## src/rtl/timer_pkg.sv

```systemverilog
package timer_pkg;

    localparam int DATA_W  = 32;
    localparam int RUN_BIT = 30;
    localparam int IE_BIT  = 29;
    localparam int PER_BIT = 27;

    localparam logic [7:0] OFS_CTL_BASE  = 8'h00;
    localparam logic [7:0] OFS_LOAD_BASE = 8'h08;
    localparam logic [7:0] OFS_LIVE1     = 8'h14;
    localparam logic [7:0] OFS_STATUS    = 8'h18;

    typedef enum logic [1:0] {
        CH_IDLE = 2'd0,
        CH_RUN  = 2'd1,
        CH_HALT = 2'd2
    } ch_state_e;

    function automatic logic [7:0] ctl_ofs(input int ch);
        return OFS_CTL_BASE + 8'(4 * ch);
    endfunction

    function automatic logic [7:0] load_ofs(input int ch);
        return OFS_LOAD_BASE + 8'(4 * ch);
    endfunction

endpackage

```

## src/rtl/tmr_prescaler.sv

```systemverilog
module tmr_prescaler #(
    parameter int PSC_W = 8
) (
    input  logic             clk,
    input  logic             rst_n,
    input  logic             en_i,
    input  logic [PSC_W-1:0] psc_i,
    output logic             tick_o
);

    logic [PSC_W-1:0] phase_q;

    assign tick_o = en_i && (phase_q == psc_i);

    always_ff @(posedge clk) begin
        if (!rst_n) begin
            phase_q <= '0;
        end else if (!en_i || tick_o) begin
            phase_q <= '0;
        end else begin
            phase_q <= phase_q + 1'b1;
        end
    end

    // A nonzero prescale never yields two ticks in a row
    AST_TICK_SPACING: assert property (@(posedge clk) disable iff (!rst_n)
        (tick_o && psc_i != '0) |=> (!tick_o || psc_i == '0));

endmodule

```

## src/rtl/tmr_channel.sv

```systemverilog
module tmr_channel
    import timer_pkg::*;
#(
    parameter int CNT_W = 24,
    parameter int PSC_W = 8
) (
    input  logic             clk,
    input  logic             rst_n,
    input  logic             ctl_we_i,
    input  logic             run_i,
    input  logic             ie_i,
    input  logic             per_i,
    input  logic [PSC_W-1:0] psc_i,
    input  logic [CNT_W-1:0] reload_i,
    output logic             run_o,
    output logic             ie_o,
    output logic             per_o,
    output logic [PSC_W-1:0] psc_o,
    output logic [CNT_W-1:0] count_o,
    output logic             expire_o
);

    ch_state_e        state_q, state_d;
    logic [CNT_W-1:0] count_q;
    logic [PSC_W-1:0] psc_q;
    logic             ie_q;
    logic             per_q;
    logic             tick;
    logic             last_step;
    logic             start_load;

    tmr_prescaler #(.PSC_W(PSC_W)) u_psc (
        .clk    (clk),
        .rst_n  (rst_n),
        .en_i   (state_q == CH_RUN),
        .psc_i  (psc_q),
        .tick_o (tick)
    );

    assign last_step  = (count_q[CNT_W-1:1] == '0);
    assign expire_o   = (state_q == CH_RUN) && tick && last_step;
    assign start_load = (state_q == CH_IDLE) && ctl_we_i && run_i;

    // State register
    always_ff @(posedge clk) begin
        if (!rst_n) begin
            state_q <= CH_IDLE;
        end else begin
            state_q <= state_d;
        end
    end

    // Next-state logic: START, PAUSE, RESUME, FINISH
    always_comb begin
        state_d = state_q;
        unique case (state_q)
            CH_IDLE: begin
                if (ctl_we_i && run_i) state_d = CH_RUN;
            end
            CH_RUN: begin
                if (expire_o && !per_q)        state_d = CH_IDLE;
                else if (ctl_we_i && !run_i)   state_d = CH_HALT;
            end
            CH_HALT: begin
                if (ctl_we_i && run_i) state_d = CH_RUN;
            end
            default: state_d = CH_IDLE;
        endcase
    end

    // Datapath and field registers
    always_ff @(posedge clk) begin
        if (!rst_n) begin
            count_q <= '0;
            psc_q   <= '0;
            ie_q    <= 1'b0;
            per_q   <= 1'b0;
        end else begin
            if (ctl_we_i) begin
                psc_q <= psc_i;
                ie_q  <= ie_i;
                per_q <= per_i;
            end
            if (start_load) begin
                count_q <= reload_i;
            end else if (state_q == CH_RUN && tick) begin
                if (last_step) begin
                    count_q <= per_q ? reload_i : '0;
                end else begin
                    count_q <= count_q - 1'b1;
                end
            end
        end
    end

    assign run_o   = (state_q == CH_RUN);
    assign ie_o    = ie_q;
    assign per_o   = per_q;
    assign psc_o   = psc_q;
    assign count_o = count_q;

    AST_START_LOADS: assert property (@(posedge clk) disable iff (!rst_n)
        (state_q == CH_IDLE && ctl_we_i && run_i) |=> (count_q == $past(reload_i)));

    AST_ONESHOT_STOPS: assert property (@(posedge clk) disable iff (!rst_n)
        (expire_o && !per_q) |=> (!run_o && count_q == '0));

    AST_PERIODIC_RELOAD: assert property (@(posedge clk) disable iff (!rst_n)
        (expire_o && per_q) |=> (count_q == $past(reload_i)));

    AST_HALT_HOLDS: assert property (@(posedge clk) disable iff (!rst_n)
        (state_q == CH_HALT && !(ctl_we_i && run_i)) |=> $stable(count_q));

endmodule

```

## src/rtl/dual_down_timer.sv

```systemverilog
module dual_down_timer
    import timer_pkg::*;
#(
    parameter int ADDR_W = 8,
    parameter int CNT_W  = 24,
    parameter int PSC_W  = 8
) (
    input  logic              clk,
    input  logic              rst_n,
    input  logic              wr_en_i,
    input  logic              rd_en_i,
    input  logic [ADDR_W-1:0] addr_i,
    input  logic [31:0]       wdata_i,
    output logic [31:0]       rdata_o,
    output logic              irq_o
);

    localparam int NCH = 2;

    logic [NCH-1:0]   run_v, ie_v, per_v, expire_v;
    logic [CNT_W-1:0] count_a [NCH];
    logic [DATA_W-1:0] ctl_rd_a [NCH];
    logic [DATA_W-1:0] load_rd_a [NCH];
    logic [NCH-1:0]   status_q;
    logic             status_we;
    logic [DATA_W-1:0] rd_mux;
    logic             rd_mapped;
    logic             unused_wdata;

    assign unused_wdata = ^{wdata_i[31], wdata_i[28], wdata_i[26:CNT_W]};

    function automatic logic addr_is(input logic [ADDR_W-1:0] a, input logic [7:0] ofs);
        return a == ADDR_W'(ofs);
    endfunction

    for (genvar ch = 0; ch < NCH; ch++) begin : g_ch
        logic             ctl_we;
        logic             load_we;
        logic [CNT_W-1:0] reload_q;
        logic [PSC_W-1:0] psc_w;

        assign ctl_we  = wr_en_i && addr_is(addr_i, ctl_ofs(ch));
        assign load_we = wr_en_i && addr_is(addr_i, load_ofs(ch));

        always_ff @(posedge clk) begin
            if (!rst_n) begin
                reload_q <= '0;
            end else if (load_we) begin
                reload_q <= wdata_i[CNT_W-1:0];
            end
        end

        tmr_channel #(.CNT_W(CNT_W), .PSC_W(PSC_W)) u_chan (
            .clk      (clk),
            .rst_n    (rst_n),
            .ctl_we_i (ctl_we),
            .run_i    (wdata_i[RUN_BIT]),
            .ie_i     (wdata_i[IE_BIT]),
            .per_i    (wdata_i[PER_BIT]),
            .psc_i    (wdata_i[PSC_W-1:0]),
            .reload_i (reload_q),
            .run_o    (run_v[ch]),
            .ie_o     (ie_v[ch]),
            .per_o    (per_v[ch]),
            .psc_o    (psc_w),
            .count_o  (count_a[ch]),
            .expire_o (expire_v[ch])
        );

        always_comb begin
            ctl_rd_a[ch]          = '0;
            ctl_rd_a[ch][RUN_BIT] = run_v[ch];
            ctl_rd_a[ch][IE_BIT]  = ie_v[ch];
            ctl_rd_a[ch][PER_BIT] = per_v[ch];
            ctl_rd_a[ch][PSC_W-1:0] = psc_w;
        end

        assign load_rd_a[ch] = DATA_W'(reload_q);

        AST_STATUS_SETS: assert property (@(posedge clk) disable iff (!rst_n)
            expire_v[ch] |=> status_q[ch]);

        AST_W1C_CLEARS: assert property (@(posedge clk) disable iff (!rst_n)
            (status_we && wdata_i[ch] && !expire_v[ch]) |=> !status_q[ch]);
    end

    assign status_we = wr_en_i && addr_is(addr_i, OFS_STATUS);

    always_ff @(posedge clk) begin
        if (!rst_n) begin
            status_q <= '0;
        end else begin
            status_q <= (status_q & ~(status_we ? wdata_i[NCH-1:0] : '0)) | expire_v;
        end
    end

    assign irq_o = |(status_q & ie_v);

    always_comb begin
        rd_mux    = '0;
        rd_mapped = 1'b0;
        for (int ch = 0; ch < NCH; ch++) begin
            if (addr_is(addr_i, ctl_ofs(ch))) begin
                rd_mux    = ctl_rd_a[ch];
                rd_mapped = 1'b1;
            end
            if (addr_is(addr_i, load_ofs(ch))) begin
                rd_mux    = load_rd_a[ch];
                rd_mapped = 1'b1;
            end
        end
        if (addr_is(addr_i, OFS_LIVE1)) begin
            rd_mux    = DATA_W'(count_a[1]);
            rd_mapped = 1'b1;
        end
        if (addr_is(addr_i, OFS_STATUS)) begin
            rd_mux    = DATA_W'(status_q);
            rd_mapped = 1'b1;
        end
    end

    always_ff @(posedge clk) begin
        if (!rst_n) begin
            rdata_o <= '0;
        end else if (rd_en_i) begin
            rdata_o <= rd_mux;
        end
    end

    AST_IRQ_RAISED: assert property (@(posedge clk) disable iff (!rst_n)
        ((|(expire_v & ie_v)) && !wr_en_i) |=> irq_o);

    AST_UNMAPPED_READ: assert property (@(posedge clk) disable iff (!rst_n)
        (rd_en_i && !rd_mapped) |=> (rdata_o == '0));

    AST_RDATA_HOLDS: assert property (@(posedge clk) disable iff (!rst_n)
        !rd_en_i |=> $stable(rdata_o));

endmodule

```

## config.mk

```make
export PLATFORM = sky130hd
export DESIGN_NAME = dual_down_timer
export DESIGN_NICKNAME = d
export VERILOG_FILES = /design/src/rtl/timer_pkg.sv /design/src/rtl/tmr_prescaler.sv /design/src/rtl/tmr_channel.sv /design/src/rtl/dual_down_timer.sv
export SDC_FILE = /design/constraint.sdc
export NUM_CORES = 1
export LEC_CHECK = 0
export ABC_AREA = 1
export BUFFER_PORTS_ARGS = -buffer_cell sky130_fd_sc_hd__buf_2
export CORE_UTILIZATION = 45
export DETAILED_ROUTE_END_ITERATION = 8
export SLEW_MARGIN = 20
export SYNTH_ARGS = -nofsm -noshare
export SYNTH_HDL_FRONTEND = slang
export SYNTH_SLANG_ARGS = --single-unit
```

## constraint.sdc

```tcl
create_clock -name clk -period 4.45 [get_ports clk]
set_input_delay 0.6675 -clock clk [delete_from_list [all_inputs] [get_ports clk]]
set_output_delay 0.6675 -clock clk [all_outputs]
set_load 0.02 [all_outputs]
```

# Yosys cells after proc, flatten, opt, wreduce, memory -nomap -nowiden
# Index checks and enable logic that the tools add are counted.
# word_totals
ff_bits	170
romBits	0
mem_bits_rw	0
memories	0
latchBits	0
out_inout_bits	33
elab_cells	105
inputBits	44
# classes
n_bitwise	5
n_eq_ne	15
addsub	4
n_mux	23
n_shift	0
mul	0
n_lt_le_gt_ge	0
div_mod_pow	0
reduce_logical	42
# op_table
operator	count
24-bit 2-to-1 mux	8
32-bit 2-to-1 mux	5
24-bit by 1-bit subtractor with 24-bit output, second input constant	2
23-bit logical NOT	2
31-bit 2-to-1 mux	1
1-bit logical AND	21
8-bit by 1-bit adder with 8-bit output, second input constant	2
8-bit by 4-bit == test with 1-bit output, second input constant	2
8-bit by 5-bit == test with 1-bit output, second input constant	2
8-bit == test	2
2-bit 2-to-1 mux	7
2-bit OR reduction	5
8-bit by 3-bit == test with 1-bit output, second input constant	1
8-bit logical NOT	1
2-bit one-hot mux with 2 select lines	2
3-bit by 1-bit inequality test with 1-bit output, second input constant	2
1-bit logical NOT	5
2-bit AND	2
2-bit by 1-bit == test with 1-bit output, second input constant	2
2-bit == test, second input constant	2
2-bit logical NOT	2
2-bit by 1-bit inequality test with 1-bit output, second input constant	2
2-bit AND reduction	2
2-bit nonzero test	2
other kinds (4)	5

# Longest topological paths before layout
# logic_depth
depth_word	7
mapped_depth	13
ltp_nobuf	13

# Modules after synthesis
# Synthesis repeated with hierarchy kept, for this count alone.
# hier_totals
hier_cells	1359
hier_area_um2	9069.9
# modules_own_cells
module	cells_per_inst	seq_area_each_um2	area_each_um2	instances
tmr_channel	336	720.7	2178.3	2
dual_down_timer	539	1541.5	3689.8	1
tmr_prescaler	74	160.2	511.7	2

# Worst setup path after synthesis
# Ideal clock, no wire load.
# synth_path
kind	input-to-reg
from	input addr_i[1]
to	register g_ch[1].u_chan.count_q[6]
stages	11
path_buffers	1
t_arrival_ps	1790
setup_ps	109
path_slack_ps	2551
required_ps	4341
cell_sequence	nor2_2 -> nand3_1 -> nor2_4 -> inv_2 -> nor2_2 -> buf_4 -> nand3_1 -> o21ai_1 -> nand3_1 -> nand2_1 -> inv_1
# synth_between
elab_chain_len	5
word_cells_on_any_way	6
cone_classes	eq/ne (1); mux (1); reduce/logical (4)
# synth_rtl
element	line_no	rtl
start: declaration	dual_down_timer.sv:12	input logic [ADDR_W-1:0] addr_i,
8-bit by 3-bit == test with 1-bit output *	dual_down_timer.sv:33	return a == ADDR_W'(ofs);
1-bit logical AND *	dual_down_timer.sv:42	assign ctl_we = wr_en_i && addr_is(addr_i, ctl_ofs(ch));
1-bit logical AND * (2 in a row)	tmr_channel.sv:42	assign start_load = (state_q == CH_IDLE) && ctl_we_i && run_i;
24-bit 2-to-1 mux or 2-bit nonzero test (tied branches)	-	
end signal: assignment	tmr_channel.sv:85	count_q <= reload_i;
end signal: assignment	tmr_channel.sv:88	count_q <= per_q ? reload_i : '0;
end signal: assignment	tmr_channel.sv:90	count_q <= count_q - 1'b1;
end: declaration	tmr_channel.sv:24	logic [CNT_W-1:0] count_q;
# Every way passes the cells marked *; elsewhere a longest branch is shown, timed or not.
# A chain may end at the register's enable or synchronous reset.

# Worst setup path after layout
# layout_path
from	input addr_i[7]
to	register g_ch[0].u_chan.count_q[9]
# layout_between
elab_chain_len	5
word_cells_on_any_way	6
cone_classes	mux (1); reduce/logical (5)
# layout_rtl
element	line_no
8-bit logical NOT *	dual_down_timer.sv:33
1-bit logical AND *	dual_down_timer.sv:42
1-bit logical AND * (2 in a row)	tmr_channel.sv:42
24-bit 2-to-1 mux or 2-bit nonzero test (tied branches)	-
end signal: assignment	tmr_channel.sv:85
end signal: assignment	tmr_channel.sv:88
end signal: assignment	tmr_channel.sv:90
end: declaration	tmr_channel.sv:24
# Marks and branches as above.

==> results_tabular.tex <==
\begin{tabular}{lr}
\hline
Metric & Value \\
\hline
\multicolumn{2}{l}{\textbf{Clocking}} \\
Post-CTS resize count & 0 \\
H-tree levels & 4 \\
Post-CTS Hold Fix Bufs & 0 \\
Clock sinks & 165 \\
Maximum count of clock buffers along a single path & 2 \\
Register clock-pin slew on the reported worst setup and hold paths & 60 ps \\
Clock tree from TritonCTS & yes \\
Clock root cell & sky130\_fd\_sc\_hd\_\_clkbuf\_16 \\
Number of buffers added by the clock tree synthesis step & 17 \\
Worst skew pair latency & 440 ps \\
Number of setup buffers added after CTS & 0 \\
\multicolumn{2}{l}{\textbf{Place}} \\
Estimated wirelength of the detail-placed design & 18200 um \\
Post-placement cell area & 9140 sq um \\
Final estimated routing congestion in global placement & 0.883 \\
Port bufs & 66 \\
\multicolumn{2}{l}{\textbf{Worst hold path}} \\
Worst Hold Class & reg2reg \\
\multicolumn{2}{l}{\textbf{Synth}} \\
Sequential element share of the synthesized area & 37.6\% \\
Synthesized instance count & 1361 \\
Synthesis-stage register bit count & 165 \\
Synth warnings & 0 \\
Distinct cells, synth & 35 \\
Syn Std Cell Area & 8780 sq um \\
Synthesized area per cell & 6.45 sq um \\
\multicolumn{2}{l}{\textbf{Worst setup path}} \\
Worst endpoint data arrival time & 2800 ps \\
RR Endpoint & g\_ch[1].u\_chan.count\_o[17] \\
Flop2flop setup slack & 2250 ps \\
Origin of the critical flop-to-flop path & g\_ch[1].u\_chan.state\_q[1] \\
Capture point of the worst path & g\_ch[0].u\_chan.count\_o[9] \\
Startpoint type of the worst setup path & input pin \\
Nature of the critical path endpoint & register \\
Number of cell instances on the worst register-to-register path & 6 \\
CP max FO & 14 \\
Start point of the critical path & addr\_i[7] \\
Required time of the worst setup path & 4770 ps \\
Critical Setup Path Class & in2reg \\
\multicolumn{2}{l}{\textbf{Global routing}} \\
Global-route wire length before repair & 41400 um \\
Largest net degree at the start of global routing & 115 \\
Number of global-route vias before repair & 7757 \\
Initial antenna violation count & 0 \\
Overall routing resource usage & 26.6\% \\
Total congestion overflow after global routing & 0 \\
\multicolumn{2}{l}{\textbf{Cells and area}} \\
Final cell area excluding filler cells & 9690 sq um \\
Final net count & 1439 \\
Area added between synthesis and finish & 10.4\% \\
Diode count & 0 \\
Share of final-layout standard cells stronger than drive strength 1 & 10.3\% \\
\multicolumn{2}{l}{\textbf{Timing}} \\
Worst Max-Slew Pin Slew & 1120 ps \\
Share of the clock period used by the worst path after layout & 55.6\% \\
Post-route clock skew & 11.6 ps \\
Setup TNS & 0 ps \\
Setup violations, final & 0 \\
Worst max-slew margin expressed relative to the limit & 25.5\% \\
RSZ-0062 raised after global routing & false \\
Final Max Slew Viols & 0 \\
Fmax & 404 MHz \\
Minimum hold slack & 460 ps \\
Tmin final & 2480 ps \\
Number of failing hold endpoints at the final stage & 0 \\
\multicolumn{2}{l}{\textbf{Floorplanning}} \\
Core region area & 18900 sq um \\
Number of placement rows & 50 \\
Height of the die & 142 um \\
Horiz. Die Dim & 142 um \\
Top-level I/O count & 77 \\
Overall die area & 20100 sq um \\
Starting density of the core & 46.5\% \\
\multicolumn{2}{l}{\textbf{Routing}} \\
DRC & 0 \\
Initial drt markers & 860 \\
Antenna-violating nets left & 0 \\
WL/cell & 15.5 um \\
DR vias & 8485 \\
First-pass iteration count of the detailed router & 6 \\
Routed wire length & 25700 um \\
Vias/cell & 5.10 \\
\multicolumn{2}{l}{\textbf{Flow run}} \\
Max-cap violation count & 0 \\
\multicolumn{2}{l}{\textbf{Run status}} \\
Result of the run & finished, final reports clean \\
\multicolumn{2}{l}{\textbf{Pwr}} \\
Worst vdd rail ir drop & 0.293 mV \\
Static leakage & 4.42 nW \\
P per Cell Area & 367 nW/um\^{}2 \\
\hline
\end{tabular}
-- routing by layer --
layer	track usage [%]	vias up	share of wire (%)
li1	-	4410	-
met4	8.09	0	2.0
met2	40.7	223	43
met5	0	-	0
met1	38.1	3817	49
met3	4.35	35	5.9
-- critical path, stage by stage --
cell	delay [ps]
sky130_fd_sc_hd__buf_2	100
sky130_fd_sc_hd__nor2_2	120
sky130_fd_sc_hd__nand3_2	150
sky130_fd_sc_hd__nor2_2	460
sky130_fd_sc_hd__nand4_2	250
sky130_fd_sc_hd__nand2_1	490
sky130_fd_sc_hd__inv_2	220
sky130_fd_sc_hd__nand2_1	110
sky130_fd_sc_hd__nand2_1	50
sky130_fd_sc_hd__a21oi_1	140
sky130_fd_sc_hd__nor2_1	50
-- flip-flops by register name, indices dropped and copies added, names as in the netlist --
register / flops
rdata_o: 27
g_ch.reload_q: 48
g_ch.u_chan.state_q: 4
g_ch.u_chan.psc_o: 16
g_ch.u_chan.per_o: 2
g_ch.u_chan.count_o: 48
g_ch.u_chan.u_psc.phase_q: 16
g_ch.u_chan.ie_o: 2
status_q: 2
-- worst min path at each step --
stage                                   start                  end  cells past startpoint
after detailed placement           rdata_o[9]           rdata_o[9]                      2
final                             rdata_o[20]          rdata_o[20]                      2
after global placement             rdata_o[9]           rdata_o[9]                      2
after floorplan           g_ch[0].reload_q[9]  g_ch[0].reload_q[9]                      2
after global routing              rdata_o[20]          rdata_o[20]                      2
after CTS                         rdata_o[16]          rdata_o[16]                      2
-- through the flow --
step | std cells | total power, mW | utilization, % | setup slack (ps)
2_1_floorplan | 1365 | 2.03 | - | 2550
3_3_place_gp | 1632 | 2.16 | 48.4 | 1540
3_5_place_dp | 1632 | 2.16 | 48.4 | 1540
4_1_cts | 1664 | 3.58 | 51.3 | 1980
5_1_grt | 1664 | 3.72 | 51.3 | 1660
6_report | 1664 | 3.56 | 51.3 | 1970
-- cell type report --
class	instances	area, sq um
Fill cell	1997	9200
Timing Repair Buffer	71	368
Clock inverter	12	106
Multi-Input combinational cell	992	4600
Clock buffer	20	447
Sequential cell	165	3300
Tap cell	260	325
Inverter	144	541
-- cell usage after synthesis --
cell type | instances | area [sq um]
sky130_fd_sc_hd__inv_1 | 128 | 480
sky130_fd_sc_hd__xor2_1 | 25 | 219
sky130_fd_sc_hd__or2_1 | 2 | 12.5
sky130_fd_sc_hd__o211ai_1 | 8 | 60.1
sky130_fd_sc_hd__clkinv_1 | 2 | 7.51
sky130_fd_sc_hd__o21ai_0 | 126 | 631
sky130_fd_sc_hd__a31oi_1 | 1 | 6.26
sky130_fd_sc_hd__nor3b_1 | 2 | 15.0
sky130_fd_sc_hd__nand4_1 | 13 | 81.3
sky130_fd_sc_hd__nor2_4 | 3 | 33.8
sky130_fd_sc_hd__nand2_1 | 304 | 1140
sky130_fd_sc_hd__nor2_1 | 223 | 837
sky130_fd_sc_hd__o21bai_1 | 1 | 7.51
sky130_fd_sc_hd__nor3_1 | 5 | 25.0
sky130_fd_sc_hd__nor2_2 | 14 | 87.6
sky130_fd_sc_hd__inv_2 | 14 | 52.6
sky130_fd_sc_hd__buf_4 | 15 | 113
sky130_fd_sc_hd__buf_6 | 5 | 56.3
sky130_fd_sc_hd__conb_1 | 1 | 3.75
sky130_fd_sc_hd__buf_2 | 11 | 55.1
sky130_fd_sc_hd__xnor2_1 | 10 | 87.6
sky130_fd_sc_hd__nand4_2 | 2 | 25.0
sky130_fd_sc_hd__o21ai_1 | 40 | 200
sky130_fd_sc_hd__dfxtp_1 | 165 | 3300
sky130_fd_sc_hd__nor4_1 | 1 | 6.26
sky130_fd_sc_hd__ha_1 | 4 | 50.1
sky130_fd_sc_hd__a21oi_1 | 107 | 536
sky130_fd_sc_hd__o22ai_1 | 2 | 12.5
sky130_fd_sc_hd__nand2_2 | 5 | 31.3
sky130_fd_sc_hd__nand2_4 | 2 | 22.5
sky130_fd_sc_hd__nand3_1 | 83 | 415
sky130_fd_sc_hd__a31o_2 | 2 | 17.5
sky130_fd_sc_hd__clkbuf_1 | 33 | 124
sky130_fd_sc_hd__nor3_2 | 1 | 10.0
sky130_fd_sc_hd__nand3_2 | 1 | 10.0
-- where the power goes --
group / total (mW) / internal, mW / switching, mW
Combinational: 0.603 / 0.198 / 0.405
Clock: 1.43 / 0.784 / 0.642
Sequential: 1.53 / 1.50 / 0.0277
Total: 3.56 / 2.49 / 1.07
-- placed cells by master, fill, tap and decap left out, drive strengths merged --
cell type  netlist  final
dfxtp          165    165
a31o             2      2
or2              2      2
o22ai            2      2
nor3b            2      2
a21oi          107    107
a31oi            1      1
nor2           240    240
clkinv           2      8
nand4           15     15
conb             1      5
o21ai          166    166
xor2            25     25
ha               4      4
o211ai           8      8
buf             31     71
bufinv           0      1
clkbuf          33     20
nor4             1      1
o21bai           1      1
nor3             6      6
nand3           84     84
nand2          311    311
xnor2           10     10
clkinvlp         0      4
inv            142    143
-- logic make-up (layout without fill, tap and decap cells) --
group           count (synthesis)  in the layout  synth area share [%]
buf+inv                       208            247                  10.1
flops                         165            165                  37.6
other cells                     1              5                0.0427
xor+xnor                       35             35                  3.49
simple gates                  661            661                  31.4
compound gates                287            287                  16.8
fa+ha+maj                       4              4                 0.570
Power figures use the tool's default switching activity.
